[src/rtl/sdac_frame_rx.sv]
module sdac_frame_rx #(
  parameter int FRAME_BITS = 16,
  parameter int CODE_W     = 14
) (
  input  logic              clk,
  input  logic              rst_n,
  input  logic              fsel_n,
  input  logic              sclk_pin,
  input  logic              sdata_pin,
  output logic [CODE_W-1:0] code,
  output logic [1:0]        mode,
  output logic              out_drive,
  output logic              out_pull_1k,
  output logic              out_pull_100k,
  output logic              out_hiz,
  output logic              word_ok,
  output logic              word_abort
);
  localparam int MODE_W = FRAME_BITS - CODE_W;
  localparam int CNT_W  = $clog2(FRAME_BITS);

  logic [1:0] fs_sy, ck_sy, dt_sy;
  logic       fs_d, ck_d;
  logic       open_q;
  logic [CNT_W-1:0]      cnt;
  logic [FRAME_BITS-2:0] shreg;
  logic [FRAME_BITS-1:0] word_nx;
  logic fs_s, ck_s, dt_s, fs_fall, fs_rise, ck_fall, last_bit;

  assign fs_s     = fs_sy[1];
  assign ck_s     = ck_sy[1];
  assign dt_s     = dt_sy[1];
  assign fs_fall  = fs_d & ~fs_s;
  assign fs_rise  = ~fs_d & fs_s;
  assign ck_fall  = ck_d & ~ck_s;
  assign last_bit = (cnt == CNT_W'(FRAME_BITS - 1));
  assign word_nx  = {shreg, dt_s};

  always_ff @(posedge clk or negedge rst_n) begin
    if (!rst_n) begin
      fs_sy <= 2'b11;
      ck_sy <= 2'b00;
      dt_sy <= 2'b00;
      fs_d  <= 1'b1;
      ck_d  <= 1'b0;
    end else begin
      fs_sy <= {fs_sy[0], fsel_n};
      ck_sy <= {ck_sy[0], sclk_pin};
      dt_sy <= {dt_sy[0], sdata_pin};
      fs_d  <= fs_s;
      ck_d  <= ck_s;
    end
  end

  always_ff @(posedge clk or negedge rst_n) begin
    if (!rst_n) begin
      open_q     <= 1'b0;
      cnt        <= '0;
      shreg      <= '0;
      code       <= '0;
      mode       <= '0;
      word_ok    <= 1'b0;
      word_abort <= 1'b0;
    end else begin
      word_ok    <= 1'b0;
      word_abort <= 1'b0;
      if (fs_fall) begin
        open_q <= 1'b1;
        cnt    <= '0;
        shreg  <= '0;
      end else if (fs_rise) begin
        open_q     <= 1'b0;
        cnt        <= '0;
        shreg      <= '0;
        word_abort <= open_q;
      end else if (open_q && ck_fall) begin
        if (last_bit) begin
          code    <= word_nx[CODE_W-1:0];
          mode    <= word_nx[FRAME_BITS-1 -: MODE_W];
          word_ok <= 1'b1;
          open_q  <= 1'b0;
          cnt     <= '0;
          shreg   <= '0;
        end else begin
          shreg <= word_nx[FRAME_BITS-2:0];
          cnt   <= cnt + 1'b1;
        end
      end
    end
  end

  assign out_drive     = (mode == 2'b00);
  assign out_pull_1k   = (mode == 2'b01);
  assign out_pull_100k = (mode == 2'b10);
  assign out_hiz       = (mode == 2'b11);

  p_strobes_exclusive_r4: assert property (@(posedge clk) disable iff (!rst_n)
    !(word_ok && word_abort));
  p_abort_holds_state_r4: assert property (@(posedge clk) disable iff (!rst_n)
    word_abort |-> ($stable(code) && $stable(mode)));
  p_state_moves_on_ok_r3: assert property (@(posedge clk) disable iff (!rst_n)
    (!$stable(code) || !$stable(mode)) |-> word_ok);
  p_single_termination_r5: assert property (@(posedge clk) disable iff (!rst_n)
    $countones({out_drive, out_pull_1k, out_pull_100k, out_hiz}) == 1);
  p_ok_not_repeated_r7: assert property (@(posedge clk) disable iff (!rst_n)
    word_ok |=> !word_ok);
  p_closed_after_ok_r8: assert property (@(posedge clk) disable iff (!rst_n)
    word_ok |-> !open_q);
endmodule

[config.mk]
export PLATFORM = sky130hd
export DESIGN_NAME = sdac_frame_rx
export DESIGN_NICKNAME = d
export VERILOG_FILES = /design/src/rtl/sdac_frame_rx.sv
export SDC_FILE = /design/constraint.sdc
export NUM_CORES = 1
export LEC_CHECK = 0
export CELL_PAD_IN_SITES_DETAIL_PLACEMENT = 1
export CELL_PAD_IN_SITES_GLOBAL_PLACEMENT = 1
export CORE_ASPECT_RATIO = 2
export CORE_MARGIN = 2
export CORE_UTILIZATION = 30
export CTS_CLUSTER_SIZE = 25
export DETAILED_ROUTE_END_ITERATION = 8
export PLACE_DENSITY_LB_ADDON = 0.1
export SYNTH_ARGS = -nofsm -noshare
export SYNTH_HDL_FRONTEND = slang
export SYNTH_SLANG_ARGS = --single-unit
export TNS_END_PERCENT = 100
[constraint.sdc]
create_clock -name clk -period 2.3 [get_ports clk]
set_input_delay 0.23 -clock clk [delete_from_list [all_inputs] [get_ports clk]]
set_output_delay 0.23 -clock clk [all_outputs]
set_load 0.005 [all_outputs]
==> impl_metrics.py, run 1 <==
metrics = {
    "floorplanning": {
        "fp-row-count": 40,
        "start_util_pct": 30.6,
        "die_width_um": 58.9,
        "core_area_um2": 5910,
        "dieArea_um2": 6700,
        "die_h_um": 114,
        "io_pins": 27,
    },
    "critical_path": {
        "worstSetupStartpointType": "register",
        "crit_fanout": 14,
        "cp-end-kind": "register",
        "arrival_ps": 2140,
        "critPathRequiredTime_ps": 2460,
        "crit_type": "register to register",
    },
    "timing": {
        "finalSetupViolCount": 0,
        "finalClockSkew_ps": 5.59,
        "final-hold-violation-count": 0,
        "tns_ps": 0,
        "fin_crit_ps": 1980,
        "slew_headroom_pct": 69.8,
        "finalMaxSlewViolations": 0,
        "grt_setup_unrepaired": "no",
        "min_period_over_period_pct": 86.1,
        "fmax_mhz": 505,
        "tightest_slew_ps": 452,
    },
    "logic_synthesis": {
        "synth.distinct_cells": 31,
        "ys_seq_area_share_pct": 63.9,
        "synth_seq_cells": 46,
        "async_flop_share_pct": 100,
        "syn_avg_cell_area_um2": 15.6,
        "ys_warn_count": 0,
        "synthesis.nets": 124,
        "netlist_instances": 116,
        "netlist_area_um2": 1810,
        "synth_edf_count": 0,
        "synth_top_flop_cell": "dfrtp_1",
    },
    "grt": {
        "grt_util_all_layers_pct": 11.8,
        "overflow": 0,
        "grt_max_degree": 21,
        "grt_pass1_wl_um": 5950,
        "antenna_found_initial": 0,
        "grt_util_met2_pct": 17.8,
        "grt_use_met1_pct": 16.3,
        "met3_usage_pct": 2.38,
        "grt_pass1_vias": 1155,
        "busiest_layer": "met2",
    },
    "drt": {
        "vias": 1071,
        "wire_per_inst_um": 15.8,
        "initialDrtViolationCount": 21,
        "first_pass_iters": 6,
        "ant_nets": 0,
        "wl_um": 3390,
        "drc": 1,
        "vias_per_cell": 5.00,
    },
    "layout": {
        "nets": 158,
        "final_common_cell": "dfrtp_1",
        "final_cell_mix": "dfrtp_1 (43), clkdlybuf4s50_1 (25), a22o_1 (16)",
        "final-instance-count-excl-fill": 214,
        "drive_gt1_share_pct": 27.8,
        "area_delta_synth_final_pct": 28.2,
        "diodes": 0,
    },
    "power": {
        "p_sw_share_pct": 22.4,
        "p_switching_w": 0.000388,
        "clockPowerShare_pct": 41.0,
        "p_leak_nw": 1.12,
        "intPower_w": 0.00135,
        "pwr-share-seq_pct": 51.1,
        "p_comb_share_pct": 7.9,
        "p_per_area_nw_per_um2": 748,
        "ir_drop_mv": 0.360,
    },
    "clock_tree": {
        "cts_root_buf": "clkbuf_16",
        "cts_tree": "yes",
        "cts.htree.levels": 2,
        "cts.path.max_buffers": 2,
        "cts_inserted_buffers": 5,
        "clk_pin_slew_ps": 60,
        "numClockSinks": 46,
        "clock_latency_ps": 280,
    },
    "place": {
        "place.gp.congestion": 0.672,
        "place_hpwl_um": 2210,
        "dpl.cell_count": 205,
        "io_buffers": 26,
    },
    "flow_run": {
        "drv_cap": 0,
    },
    "outcome": {
        "violations": "DRC",
        "status": "finished, violations left",
    },
    "worst_hold_path": {
        "hold_path.class": "register to register",
    },
}
==> synth_stat cells (all sizes together) (3+ instances only) <==
cell type | n | share of area, %
a22o | 16 | 7.8
buf | 4 | 2.3
dfrtp | 43 | 60
dfstp | 3 | 4.4
ha | 3 | 2.1
inv | 3 | 0.62
mux2 | 18 | 13
nor2 | 3 | 0.62
nor2b | 3 | 1.0
==> cell families after synthesis <==
group | after synthesis | synth area share (%)
compound gates | 23 | 10.7
fa+ha+maj | 3 | 2.08
buf+inv | 8 | 3.12
flops | 46 | 63.9
mux | 18 | 13.3
simple gates | 18 | 6.93
==> repair_timing <==
item / CTS / global route
hold buffers: 1 / 0
resized for setup: 0 / 0
endpoints found under the hold margin: 17 / 0
setup buffers: 0 / 0
==> layer usage <==
metal	up-vias	part of all wire, %
li1	485	-
met1	562	47
met2	19	49
met3	5	2.5
met4	0	1.8
met5	-	0
==> state kept, by name, indices dropped and copies added, names as in the netlist <==
signal      count
code           14
ck_sy           2
word_abort      1
mode            2
fs_sy           2
fs_d            1
ck_d            1
shreg          15
cnt             4
dt_sy           2
word_ok         1
open_q          1
==> power groups by stage <==
stage,logic (W),clock network (W),registers [W]
floorplan,0.0000849,0,0.000891
global placement,0.000139,0,0.000901
detailed placement,0.000141,0,0.000900
CTS,0.000142,0.000742,0.000886
global route,0.000157,0.000770,0.000892
finish,0.000138,0.000710,0.000886
==> layout make-up <==
cell class	instances	area (um2)
repair buffers	32	328
well taps	63	78.8
clock buffers	7	143
fillers	617	3590
inverters	3	11.3
clock inverters	1	5.00
flip-flops and latches	46	1150
multi-input cells	62	596
==> path summary, 6_finish.rpt <==
check                                    from              endpoint  slack [ps]  depth (start not counted)
setup / recovery           fs_sy[1]$_DFF_PN1_   code[3]$_DFFE_PN0P_         320                          6
hold / removal             ck_sy[0]$_DFF_PN0_    ck_sy[1]$_DFF_PN0_         350                          0
setup reg to reg           fs_sy[1]$_DFF_PN1_   code[3]$_DFFE_PN0P_         320                          6
hold reg to reg            ck_sy[0]$_DFF_PN0_    ck_sy[1]$_DFF_PN0_         350                          0
max in group asynchronous               rst_n    fs_sy[1]$_DFF_PN1_        1250                          3
min in group asynchronous               rst_n  word_abort$_DFF_PN0_         430                          2
==> critical path: stages, from the launching register on <==
cell and delay [ps]:
dfstp_2 540, inv_1 50, ha_1 300, inv_2 30, or3_1 450, buf_12 200, mux2_4 300
==> stage by stage <==
stage / worst slack, ps / util, % / power (W) / instance area (um2) / hold slack, ps
global route: 246 / 39.2 / 0.00182 / 2320 / 360
CTS: 294 / 39.2 / 0.00177 / 2320 / 353
floorplan: 285 / - / 0.000976 / 1810 / -65.6
finish: 321 / 39.2 / 0.00173 / 2320 / 350
global placement: 335 / 36.5 / 0.00104 / 2160 / 209
detailed placement: 319 / 36.5 / 0.00104 / 2160 / 211
(Power assumes the default switching activity.)
==> run 2, diff against run 1 <==
Settings changed: ABC_CLOCK_PERIOD_IN_PS set to 2300, CORE_ASPECT_RATIO 2 to not set.
==> run 2 against run 1 <==
Net effect: hold slack worse by 16 ps; highest routed layer unchanged; fmax fell by 2.6%; the flow now finishes without violations; largest cell class unchanged; clock power decreased by 28%; register-to-register slack worse by 50 ps; critical endpoint is now code[8]$_DFFE_PN0P_; global-route usage about the same; clock-buffer cell count decreased by 1; cell count rose by 5.6%.
==> impl_metrics.py, run 2 (synthesis results as in run 1) <==
metrics = {
    "floorplanning": {
        "io_pins": 27,
        "fp-row-count": 28,
        "die_h_um": 81.6,
        "start_util_pct": 30.7,
        "dieArea_um2": 6660,
        "die_width_um": 81.6,
        "core_area_um2": 5890,
    },
    "clock_tree": {
        "postCtsSetupBuffers": 0,
        "numClockSinks": 46,
        "clock_latency_ps": 300,
        "cts.path.max_buffers": 2,
        "cts_inserted_buffers": 5,
        "cts.htree.levels": 2,
        "cts_tree": "yes",
        "clk_pin_slew_ps": 90,
        "cts_root_buf": "clkbuf_8",
        "post_cts_resized": 0,
    },
    "grt": {
        "grt_max_degree": 20,
        "overflow": 0,
        "grt_pass1_vias": 1183,
        "grt_util_all_layers_pct": 11.9,
        "antenna_found_initial": 0,
        "grt_pass1_wl_um": 5910,
    },
    "power": {
        "ir_drop_mv": 0.299,
        "p_leak_nw": 1.08,
        "p_total_w": 0.00153,
        "p_per_area_nw_per_um2": 677,
    },
    "drt": {
        "wl_um": 3400,
        "vias_per_cell": 4.70,
        "drc": 0,
        "wire_per_inst_um": 15.1,
        "ant_nets": 0,
        "vias": 1063,
        "first_pass_iters": 4,
        "initialDrtViolationCount": 24,
    },
    "layout": {
        "largest_register_ffs": 15,
        "drive_gt1_share_pct": 28.5,
        "diodes": 0,
        "final_common_cell": "dfrtp_1",
        "nets": 158,
        "top_register": "shreg",
        "area_delta_synth_final_pct": 24.7,
        "final_cell_mix": "dfrtp_1 (43), clkdlybuf4s50_1 (25), a22o_1 (16)",
        "largestRegisters": "shreg (15), code (14), cnt (4)",
    },
    "critical_path": {
        "crit_buf_inv": 3,
        "crit_type": "register to register",
        "arrival_ps": 2220,
        "crit_path_top_delay_cell": "dfstp_2",
        "cp-end-kind": "register",
        "critPathRequiredTime_ps": 2490,
        "max_stage_delay_ps": 550,
        "reg2reg_from": "fs_sy[1]$_DFF_PN1_",
        "r2r_end": "code[8]$_DFFE_PN0P_",
        "ff2ff_setup_slack_ps": 270,
        "worstSetupStartpointType": "register",
        "crit_chain": "inv_1 > ha_1 > inv_2 > or3_1 > buf_4 > mux2_4",
        "rr_worst_depth": 6,
        "critical_path.top_delay_family": "flip-flops",
        "crit_fanout": 10,
    },
    "timing": {
        "slew_headroom_pct": 70.9,
        "grt_setup_unrepaired": "no",
        "finalClockSkew_ps": 7.47,
        "finalSetupViolCount": 0,
        "final-hold-violation-count": 0,
        "min_period_over_period_pct": 88.4,
        "fin_crit_ps": 2030,
        "tightest_slew_ps": 436,
        "fmax_mhz": 492,
        "finalMaxSlewViolations": 0,
        "tns_ps": 0,
    },
    "place": {
        "place_hpwl_um": 2320,
        "place.gp.congestion": 0.727,
        "io_buffers": 26,
    },
    "worst_hold_path": {
        "hold_path.class": "input pin to register",
        "holdPathEnd": "fs_sy[0]$_DFF_PN1_",
        "hold_depth": 1,
        "hold_path.startpoint": "fsel_n",
    },
    "outcome": {
        "status": "finished, final reports clean",
    },
    "flow_run": {
        "drv_cap": 0,
    },
}
run 2: changes by cell type in the layout (fill, tap and decap cells not counted):
cell,change
clkbuf_16,-5
clkbuf_8,+5
buf_12,-2
buf_4,+2
clkbuf_1,-1
clkinvlp_4,+1
run 2: power by group:
group / internal, W / total [W] / switching (W)
clock: 0.000242 / 0.000508 / 0.000266
combinational: 0.0000599 / 0.000132 / 0.0000725
sequential: 0.000849 / 0.000885 / 0.0000357
total: 0.00115 / 0.00153 / 0.000375
run 2: what timing repair did:
item | CTS | global route
hold buffers | 1 | 0
endpoints found under the hold margin | 17 | 0
setup endpoints to repair | 0 | 0
run 2: final cells by class:
type | instances | area (um2)
Fill cell | 625 | 3630
Sequential cell | 46 | 1150
Multi-Input combinational cell | 62 | 596
Timing Repair Buffer | 32 | 303
Tap cell | 75 | 93.8
Clock buffer | 6 | 82.6
Clock inverter | 2 | 12.5
Inverter | 3 | 11.3
run 2: metal layers:
metal  up-vias  global-route usage [%]  wire length, um
met4         0                    5.00               62
met1       552                    14.9             1550
li1        486                       -                -
met2        20                    19.0             1690
met5         -                       0                0
met3         5                    3.63              103
run 2: worst max-delay path by stage:
stage | startpoint | to | depth (start not counted)
after floorplan | fs_sy[1]$_DFF_PN1_ | code[0]$_DFFE_PN0P_ | 7
after global routing | fs_sy[1]$_DFF_PN1_ | code[8]$_DFFE_PN0P_ | 6
after CTS | fs_sy[1]$_DFF_PN1_ | code[8]$_DFFE_PN0P_ | 6
after global placement | fs_sy[1]$_DFF_PN1_ | code[9]$_DFFE_PN0P_ | 6
after detailed placement | fs_sy[1]$_DFF_PN1_ | code[8]$_DFFE_PN0P_ | 6
final | fs_sy[1]$_DFF_PN1_ | code[8]$_DFFE_PN0P_ | 6
run 2: metrics by stage:
stage	utilization, %	area [um2]	setup slack [ps]	std cells	hold WS [ps]
after floorplan	-	1810	285	116	-65.6
after global placement	36.5	2150	295	217	197
after detailed placement	36.5	2150	274	217	203
after CTS	38.3	2250	253	226	320
after global routing	38.3	2250	178	226	335
final	38.3	2250	268	226	334
